[src/rtl/sdram_tim_pkg.sv]
package sdram_tim_pkg;

  typedef enum logic [2:0] {CMD_NOP, CMD_ACT, CMD_RD, CMD_WR, CMD_PRE} cmd_e;

  localparam int ROW_DELAY_PS = 20000;        // activate to column
  localparam int PRE_DELAY_PS = 20000;        // precharge to activate
  localparam int ROW_LIFE_PS  = 100_000_000;  // maximum row open time
  localparam int WR_RECOV_CK  = 2;            // write data to precharge

  function automatic int ceil_div(input int num, input int den);
    return (num + den - 1) / den;
  endfunction

  function automatic int floor_div(input int num, input int den);
    return num / den;
  endfunction

  function automatic int clk_ps(input int grade);
    return (grade == 0) ? 7500 : 10000;
  endfunction

  function automatic int cas_lat(input int grade);
    return (grade == 0) ? 3 : 2;
  endfunction

  function automatic int row_min_ps(input int grade);
    return (grade == 0) ? 45000 : 50000;
  endfunction

  function automatic int row_cycle_ps(input int grade);
    return (grade == 0) ? 67500 : 70000;
  endfunction

  function automatic int act_gap_ps(input int grade);
    return (grade == 0) ? 15000 : 16000;
  endfunction

endpackage

[src/rtl/sdram_gap_cnt.sv]
module sdram_gap_cnt #(
  parameter int W = 4
) (
  input  logic         clk,
  input  logic         rst_n,
  input  logic         load,
  input  logic [W-1:0] val,
  output logic         done
);
  logic [W-1:0] cnt;

  always_ff @(posedge clk) begin
    if (!rst_n)          cnt <= '0;
    else if (load)       cnt <= val;
    else if (cnt != '0)  cnt <= cnt - 1'b1;
  end

  assign done = (cnt == '0);
endmodule

[src/rtl/sdram_bank_timer.sv]
module sdram_bank_timer #(
  parameter int ROW_W   = 12,
  parameter int TRCD    = 3,
  parameter int TRAS    = 6,
  parameter int TRC     = 9,
  parameter int TRP     = 3,
  parameter int TWR     = 2,
  parameter int RAS_MAX = 13333,
  parameter int GUARD   = 4
) (
  input  logic             clk,
  input  logic             rst_n,
  input  logic             act_go,
  input  logic             pre_go,
  input  logic             rd_go,
  input  logic             wr_go,
  input  logic [ROW_W-1:0] act_row,
  output logic             is_open,
  output logic [ROW_W-1:0] open_row,
  output logic             col_ok,
  output logic             pre_ok,
  output logic             act_ok,
  output logic             must_close
);
  localparam int CW = $clog2(TRC + 1);
  localparam int AW = $clog2(RAS_MAX + 1);

  logic          rcd_done, ras_done, rc_done, rp_done, wr_done;
  logic [AW-1:0] age;

  sdram_gap_cnt #(.W(CW)) u_rcd (.clk(clk), .rst_n(rst_n), .load(act_go),
    .val(CW'(TRCD - 1)), .done(rcd_done));
  sdram_gap_cnt #(.W(CW)) u_ras (.clk(clk), .rst_n(rst_n), .load(act_go),
    .val(CW'(TRAS - 1)), .done(ras_done));
  sdram_gap_cnt #(.W(CW)) u_rc  (.clk(clk), .rst_n(rst_n), .load(act_go),
    .val(CW'(TRC - 1)),  .done(rc_done));
  sdram_gap_cnt #(.W(CW)) u_rp  (.clk(clk), .rst_n(rst_n), .load(pre_go),
    .val(CW'(TRP - 1)),  .done(rp_done));
  sdram_gap_cnt #(.W(CW)) u_wr  (.clk(clk), .rst_n(rst_n), .load(wr_go),
    .val(CW'(TWR - 1)),  .done(wr_done));

  always_ff @(posedge clk) begin
    if (!rst_n) begin
      is_open  <= 1'b0;
      open_row <= '0;
      age      <= '0;
    end else if (act_go) begin
      is_open  <= 1'b1;
      open_row <= act_row;
      age      <= '0;
    end else if (pre_go) begin
      is_open  <= 1'b0;
      age      <= '0;
    end else if (is_open && age != AW'(RAS_MAX)) begin
      age      <= age + 1'b1;
    end
  end

  assign must_close = is_open && (age >= AW'(RAS_MAX - GUARD));
  assign col_ok     = is_open && rcd_done && !must_close;
  assign pre_ok     = is_open && ras_done && wr_done;
  assign act_ok     = !is_open && rp_done && rc_done;

  AST_COL_AFTER_RCD: assert property (@(posedge clk) disable iff (!rst_n)
    (rd_go || wr_go) |-> (is_open && rcd_done));
  AST_ACT_WHEN_IDLE: assert property (@(posedge clk) disable iff (!rst_n)
    act_go |-> (!is_open && rp_done && rc_done));
  AST_PRE_LEGAL: assert property (@(posedge clk) disable iff (!rst_n)
    pre_go |-> (is_open && ras_done && wr_done));
  AST_ROW_LIFE: assert property (@(posedge clk) disable iff (!rst_n)
    is_open |-> (age < AW'(RAS_MAX)));
endmodule

[src/rtl/sdram_rd_pipe.sv]
module sdram_rd_pipe #(
  parameter int DEPTH = 3
) (
  input  logic clk,
  input  logic rst_n,
  input  logic rd_go,
  output logic rd_valid
);
  logic [DEPTH:0] stage;

  always_ff @(posedge clk) begin
    if (!rst_n) stage <= '0;
    else        stage <= {stage[DEPTH-1:0], rd_go};
  end

  assign rd_valid = stage[DEPTH];
endmodule

[src/rtl/sdram_cmd_timer.sv]
module sdram_cmd_timer
  import sdram_tim_pkg::*;
#(
  parameter int GRADE  = 0,
  parameter int ROW_W  = 12,
  parameter int COL_W  = 9,
  parameter int BANK_W = 2,
  parameter int ADDR_W = 12
) (
  input  logic              clk,
  input  logic              rst_n,
  input  logic              req_valid,
  output logic              req_ready,
  input  logic [BANK_W-1:0] req_bank,
  input  logic [ROW_W-1:0]  req_row,
  input  logic [COL_W-1:0]  req_col,
  input  logic              req_write,
  output logic              cs_n,
  output logic              ras_n,
  output logic              cas_n,
  output logic              we_n,
  output logic [BANK_W-1:0] ba,
  output logic [ADDR_W-1:0] addr,
  output logic              rd_valid
);
  localparam int PER     = clk_ps(GRADE);
  localparam int CL      = cas_lat(GRADE);
  localparam int TRCD    = ceil_div(ROW_DELAY_PS, PER);
  localparam int TRP     = ceil_div(PRE_DELAY_PS, PER);
  localparam int TRAS    = ceil_div(row_min_ps(GRADE), PER);
  localparam int TRC     = ceil_div(row_cycle_ps(GRADE), PER);
  localparam int TRRD    = ceil_div(act_gap_ps(GRADE), PER);
  localparam int RAS_MAX = floor_div(ROW_LIFE_PS, PER);
  localparam int NB      = 1 << BANK_W;
  localparam int GUARD   = 4;
  localparam int RW      = $clog2(TRRD + 1);

  cmd_e              dec_cmd;
  logic [BANK_W-1:0] dec_bank;
  logic [ADDR_W-1:0] dec_addr;
  logic [NB-1:0]     act_go, pre_go, rd_go, wr_go;
  logic [NB-1:0]     b_open, b_col_ok, b_pre_ok, b_act_ok, b_close;
  logic [ROW_W-1:0]  b_row [NB];
  logic              rrd_done;
  logic              act_issue;

  genvar gb;
  generate
    for (gb = 0; gb < NB; gb++) begin : g_bank
      logic sel;
      assign sel        = (dec_bank == BANK_W'(gb));
      assign act_go[gb] = sel && (dec_cmd == CMD_ACT);
      assign pre_go[gb] = sel && (dec_cmd == CMD_PRE);
      assign rd_go[gb]  = sel && (dec_cmd == CMD_RD);
      assign wr_go[gb]  = sel && (dec_cmd == CMD_WR);

      sdram_bank_timer #(
        .ROW_W(ROW_W), .TRCD(TRCD), .TRAS(TRAS), .TRC(TRC), .TRP(TRP),
        .TWR(WR_RECOV_CK), .RAS_MAX(RAS_MAX), .GUARD(GUARD)
      ) u_bank (
        .clk(clk), .rst_n(rst_n),
        .act_go(act_go[gb]), .pre_go(pre_go[gb]),
        .rd_go(rd_go[gb]), .wr_go(wr_go[gb]),
        .act_row(req_row),
        .is_open(b_open[gb]), .open_row(b_row[gb]),
        .col_ok(b_col_ok[gb]), .pre_ok(b_pre_ok[gb]),
        .act_ok(b_act_ok[gb]), .must_close(b_close[gb])
      );
    end
  endgenerate

  assign act_issue = (dec_cmd == CMD_ACT);

  sdram_gap_cnt #(.W(RW)) u_rrd (.clk(clk), .rst_n(rst_n), .load(act_issue),
    .val(RW'(TRRD - 1)), .done(rrd_done));

  // Decision: forced close of an aging row first, then the request.
  always_comb begin
    logic              frc;
    logic [BANK_W-1:0] fbank;
    frc      = 1'b0;
    fbank    = '0;
    dec_cmd  = CMD_NOP;
    dec_bank = req_bank;
    dec_addr = '0;
    req_ready = 1'b0;
    for (int b = NB - 1; b >= 0; b--) begin
      if (b_close[b] && b_pre_ok[b]) begin
        frc   = 1'b1;
        fbank = BANK_W'(b);
      end
    end
    if (frc) begin
      dec_cmd  = CMD_PRE;
      dec_bank = fbank;
    end else if (req_valid) begin
      if (b_open[req_bank]) begin
        if (b_row[req_bank] == req_row) begin
          if (b_col_ok[req_bank]) begin
            dec_cmd   = req_write ? CMD_WR : CMD_RD;
            dec_addr  = ADDR_W'(req_col);
            req_ready = 1'b1;
          end
        end else if (b_pre_ok[req_bank]) begin
          dec_cmd = CMD_PRE;
        end
      end else if (b_act_ok[req_bank] && rrd_done) begin
        dec_cmd  = CMD_ACT;
        dec_addr = ADDR_W'(req_row);
      end
    end
  end

  always_ff @(posedge clk) begin
    if (!rst_n) begin
      {cs_n, ras_n, cas_n, we_n} <= 4'b1111;
      ba   <= '0;
      addr <= '0;
    end else begin
      ba   <= dec_bank;
      addr <= dec_addr;
      unique case (dec_cmd)
        CMD_ACT: {cs_n, ras_n, cas_n, we_n} <= 4'b0011;
        CMD_RD:  {cs_n, ras_n, cas_n, we_n} <= 4'b0101;
        CMD_WR:  {cs_n, ras_n, cas_n, we_n} <= 4'b0100;
        CMD_PRE: {cs_n, ras_n, cas_n, we_n} <= 4'b0010;
        default: {cs_n, ras_n, cas_n, we_n} <= 4'b1111;
      endcase
    end
  end

  sdram_rd_pipe #(.DEPTH(CL)) u_rdp (
    .clk(clk), .rst_n(rst_n), .rd_go(|rd_go), .rd_valid(rd_valid));

  AST_ONE_CMD: assert property (@(posedge clk) disable iff (!rst_n)
    $onehot0({act_go, pre_go, rd_go, wr_go}));
  AST_ACT_SPACING: assert property (@(posedge clk) disable iff (!rst_n)
    act_issue |-> rrd_done);
  AST_ACCEPT_COL: assert property (@(posedge clk) disable iff (!rst_n)
    req_ready |=> (!cs_n && ras_n && !cas_n && !addr[10]));
endmodule

[config.mk]
export PLATFORM = sky130hd
export DESIGN_NAME = sdram_cmd_timer
export DESIGN_NICKNAME = d
export VERILOG_FILES = /design/src/rtl/sdram_tim_pkg.sv /design/src/rtl/sdram_gap_cnt.sv /design/src/rtl/sdram_bank_timer.sv /design/src/rtl/sdram_rd_pipe.sv /design/src/rtl/sdram_cmd_timer.sv
export SDC_FILE = /design/constraint.sdc
export NUM_CORES = 1
export LEC_CHECK = 0
export CAP_MARGIN = 25
export CORE_UTILIZATION = 55
export DETAILED_ROUTE_END_ITERATION = 6
export GPL_ROUTABILITY_DRIVEN = 0
export PLACE_DENSITY = 0.84
export SYNTH_ARGS = -nofsm -noshare
export SYNTH_HDL_FRONTEND = slang
export SYNTH_SLANG_ARGS = --single-unit
[constraint.sdc]
create_clock -name clk -period 2.6 [get_ports clk]
set_clock_uncertainty 0.2 [all_clocks]
set_input_delay 0.39 -clock clk [delete_from_list [all_inputs] [get_ports clk]]
set_output_delay 0.39 -clock clk [all_outputs]
set_load 0.02 [all_outputs]
==> results of run 1 <==
[synthesized netlist by cell type (7+ instances only)]
| cell type | n | area share (%) |
|---|---|---|
| nand3b_1 | 9 | 0.68 |
| nand2b_1 | 12 | 0.76 |
| nand2_1 | 47 | 1.8 |
| buf_6 | 8 | 0.91 |
| nor3_2 | 13 | 1.3 |
| dfxtp_1 | 212 | 43 |
| nor4_1 | 12 | 0.76 |
| a21oi_1 | 48 | 2.4 |
| xnor2_1 | 45 | 4.0 |
| o21ai_1 | 7 | 0.35 |
| nor2_1 | 90 | 3.4 |
| buf_4 | 9 | 0.68 |
| inv_1 | 41 | 1.6 |
| or3_1 | 15 | 0.95 |
| ha_1 | 33 | 4.2 |
| a22o_1 | 48 | 4.3 |
| mux4_2 | 14 | 3.2 |
| a32o_1 | 9 | 0.91 |
| nor3_1 | 57 | 2.9 |
| nor3b_1 | 8 | 0.61 |
| and3_1 | 15 | 0.95 |
| nand3_1 | 35 | 1.8 |
| buf_2 | 7 | 0.35 |
| o21a_1 | 10 | 0.76 |
| nand4_1 | 21 | 1.3 |
| clkbuf_1 | 13 | 0.49 |
| and2_1 | 7 | 0.44 |
| xor2_1 | 35 | 3.1 |
| o21ai_0 | 23 | 1.2 |
[stage by stage]
| step | cell area, um2 | setup slack, ps |
|---|---|---|
| CTS | 14600 | -745 |
| floorplan | 10200 | -275 |
| detailed placement | 12500 | -1240 |
| global placement | 12500 | -1210 |
[cell families after synthesis]
logic type               Yosys count  share of synthesized area [%]
AND/OR/NAND/NOR                  392                           23.1
AO/OA/AOI/OAI                    194                           14.4
buffers and inverters             80                           4.19
XOR/XNOR                          80                           7.09
adder cells (fa/ha/maj)           33                           4.18
flip-flops                       212                           43.0
multiplexers                      22                           4.04
[what timing repair did]
item / 4_1_cts
gates resized for setup: 179
endpoints found under the setup margin: 208
setup buffers: 38
gates cloned: 14
pin swaps: 74
[layer usage]
layer | track usage (%) | overflow
met5 | 7.78 | 0
met4 | 68.5 | 23
met3 | 52.2 | 0
met2 | 87.0 | 16
met1 | 68.3 | 0
==> flow_metrics.py, run 1 <==
metrics = {
    "status": {
        "outcome": "did not finish",
        "haltStage": "global routing",
        "first-error": "[ERROR GRT-0232] Routing congestion too high. Check the congestion heatmap in the GUI.",
    },
    "cts": {
        "numCtsBuffers": 22,
        "htreeDepth": 1,
        "holdBufCountCts": 0,
        "clockBufferDepth": 3,
        "cts-root-buf": "clkbuf_16",
        "clkSinkCount": 212,
    },
    "timing": {
        "grt-worst-endpoint": "req_ready",
        "worstEpCategory": "top-level output",
    },
    "yosys": {
        "ys_ff_latch": 212,
        "synth_flop_cell": "dfxtp_1",
        "async_flop_share_pct": 0,
        "syn_inst": 1013,
        "synth_nets": 1073,
        "ys_types": 80,
        "yosysWarnings": 0,
        "syn_avg_cell_area_um2": 9.75,
        "synth_edf_count": 0,
        "netlist_area_um2": 9880,
        "ys_seq_area_share_pct": 43.0,
    },
    "floorplanning": {
        "die_y_um": 136,
        "initial_core_util_pct": 56.7,
        "io_pins": 47,
        "rows": 48,
        "die_w_um": 136,
    },
    "grt": {
        "grt_max_degree": 43,
        "grt-ovfl-total": 39,
        "grt_usage_pct": 68.4,
    },
    "place": {
        "dpl.hpwl_um": 18000,
        "portBuffers": 46,
        "dp.cells": 1470,
    },
}
==> inputs of run 2 (changes only) <==
CORE_UTILIZATION = 40   (was 55)
PLACE_DENSITY = default   (was 0.84)
PLACE_DENSITY_LB_ADDON = 0.15   (was default)
clock period = 3.4 ns   (was 2.6 ns; I/O delays follow)
==> run 2 against run 1 <==
The flow now finishes, with violations (negative setup slack). Area after synthesis unchanged. Synthesized cell count unchanged.
==> flow_metrics.py, run 2 <==
metrics = {
    "status": {
        "outcome": "finished, violations left",
        "violations": "negative setup slack",
    },
    "finish": {
        "final_cell_mix": "dfxtp_1, nor2_1, buf_4",
        "nNetsFinal": 1200,
        "final_cells": 1483,
        "syn2layout_area_growth_pct": 24.3,
        "drive_above_1_share_pct": 19.2,
        "mostFrequentLayoutCell": "dfxtp_1",
        "regMostFlops": "g_bank.u_bank.age",
        "antenna_cells": 0,
        "largestRegisters": "g_bank.u_bank.age x56, g_bank.u_bank.open_row x48",
        "final_cell_area_um2": 12300,
        "largest_register_ffs": 56,
    },
    "yosys": {
        "yosysMostFrequentCell": "dfxtp_1",
        "synth-simple-area-share_pct": 23.1,
        "async_flop_share_pct": 0,
        "synthAdderAreaFrac_pct": 4.18,
        "syn_inst": 1013,
        "synth_top_family_by_area": "simple AND/OR/NAND/NOR gates",
        "synthTopCellsByArea": "dfxtp_1, a22o_1, ha_1",
        "synth_compound_area_share_pct": 14.4,
        "yosysTopAreaCellShare_pct": 43.0,
        "ys_seq_area_share_pct": 43.0,
        "ys_types": 80,
        "syn_avg_cell_area_um2": 9.75,
        "synthTopCellsByCount": "dfxtp_1, nor2_1, nor3_1",
        "ys_ff_latch": 212,
        "synth_flop_cell": "dfxtp_1",
        "synth_top_cell_by_area": "dfxtp_1",
        "synth_edf_count": 0,
        "synth_xor_area_share_pct": 7.09,
        "yosysWarnings": 0,
        "synth_nets": 1073,
        "synth_mux_area_share_pct": 4.04,
        "netlist_area_um2": 9880,
    },
    "power": {
        "ir_drop_uv": 355,
        "power_density_nw_per_um2": 641,
        "power_leakage_uw": 0.00470,
    },
    "grt": {
        "grt_usage_pct": 18.1,
        "antenna_found_initial": 0,
        "grt_pass1_vias": 7360,
        "grt-ovfl-total": 0,
        "grt_max_degree": 42,
        "grt_pass1_wl_um": 37900,
    },
    "place": {
        "dp.cells": 1435,
        "dpl-instance-area_um2": 11300,
        "dpl.hpwl_um": 15800,
        "portBuffers": 46,
    },
    "cts": {
        "numCtsBuffers": 25,
        "clockBufferDepth": 3,
        "cts.clk_slew.worst_paths_ps": 60,
        "clkSinkCount": 212,
        "insertion_delay_ps": 520,
        "tritoncts": "yes",
        "cts-root-buf": "clkbuf_16",
        "htreeDepth": 1,
    },
    "setup_path": {
        "path_class": "reg2out",
        "slowest_stage": "or4b_4",
        "end_kind": "output pin",
        "crit_chain": "inv_2 > ha_4 > or4b_4 > a211oi_4 > o22ai_4 > nor2_4 > nand4_4 > nor3b_4 > buf_6",
        "critPathArrivalTime_ps": 2720,
        "slowest_delay_ps": 550,
        "cp.required_ps": 2690,
        "start_kind": "flip-flop",
        "cp_max_fo": 3,
    },
    "timing": {
        "slew_headroom_pct": 50.3,
        "fin_crit_sh_pct": 101,
        "fmax_mhz": 292,
        "setup-violations-final": 1,
        "rsz0062_at_grt": "yes",
        "layout_setup_ws_ps": -25.4,
        "maxSlewViolCount": 0,
        "worst_slew_pin_slew_ps": 745,
        "finalSetupTns_ps": -25.4,
        "fin_crit_ps": 3430,
        "hold_violations": 0,
    },
    "floorplanning": {
        "rows": 57,
        "dieArea_um2": 25300,
        "core_area_um2": 24200,
        "die_w_um": 159,
        "io_pins": 47,
        "die_y_um": 159,
        "initial_core_util_pct": 40.7,
    },
    "route": {
        "routed_wl_um": 22800,
        "dr.pass1.iters": 4,
        "drtIter0Drc": 419,
        "vias": 7732,
        "vias_per_cell": 5.21,
        "wl_per_cell_um": 15.4,
        "drc": 0,
        "ant_nets": 0,
    },
    "run": {
        "max_cap_violations": 0,
    },
    "hold_path": {
        "hold_path.class": "reg2reg",
    },
}
-- run 2: cell counts after synthesis --
Identical to the previous run, type by type.
-- run 2: final cells by class --
class                   count  area [um2]
multi-input cells         721        5310
clock inverters            14         135
well taps                 324         405
clock buffers              32         722
inverters                  41         154
fillers                  2283       12000
repair buffers            139        1310
flip-flops and latches    212        4250
-- run 2: cell families after synthesis --
family,after synthesis
flops,212
buf+inv,80
fa+ha+maj,33
mux,22
compound gates,194
simple gates,392
xor+xnor,80
-- run 2: worst paths after layout --
| path | slack (ps) | end | cells after the start | from |
|---|---|---|---|---|
| max | -30 | req_ready | 9 | g_bank[2].u_bank.age[1]$_SDFFE_PP0P_ |
| max reg2reg | 270 | g_bank[0].u_bank.open_row[0]$_SDFFE_PN0P_ | 11 | g_bank[3].u_bank.u_rc.cnt[0]$_SDFFE_PP0P_ |
| min reg2reg | 230 | u_rdp.stage[2]$_SDFF_PN0_ | 1 | u_rdp.stage[1]$_SDFF_PN0_ |
| min | 230 | u_rdp.stage[2]$_SDFF_PN0_ | 1 | u_rdp.stage[1]$_SDFF_PN0_ |
-- run 2: per-layer routing --
metal	vias up	global-route usage (%)	share of wire [%]
met4	0	3.85	1.6
met1	3642	25.2	49
met5	-	0	0
met2	114	30.1	46
met3	30	2.32	3.2
li1	3946	-	-
-- run 2: worst max-delay path: cells and delay by family (launching register included) --
family                   cells  cell delay, ps
AND/OR/NAND/NOR              4            1050
AO/OA/AOI/OAI                2             480
flip-flops                   1             330
buffers and inverters        2             200
adder cells (fa/ha/maj)      1             150
-- run 2: timing repair --
item                       in CTS  in global routing
hold buffers                    0                  0
buffers inserted                1                  0
resized for setup              24                  4
gates cloned                    1                  0
pin swaps                      11                  6
setup endpoints to repair       1                 14
-- run 2: through the flow --
step	hold slack, ps	power, uW	setup WS [ps]	utilization [%]
4_1_cts	237	7960	-61.2	50.6
3_3_place_gp	220	5150	-685	46.6
6_report	233	7870	-25.4	50.6
3_5_place_dp	224	5180	-699	46.6
5_1_grt	265	8360	-120	50.6
2_1_floorplan	212	4520	288	-
-- run 2: power by group --
part           internal [uW]  total, uW  leakage [uW]  switching (uW)
registers               2800       3020       0.00172             224
logic                   1070       2120       0.00256            1050
clock network           1650       2730      0.000423            1070
Note: power is estimated with default switching activity, not from simulation.
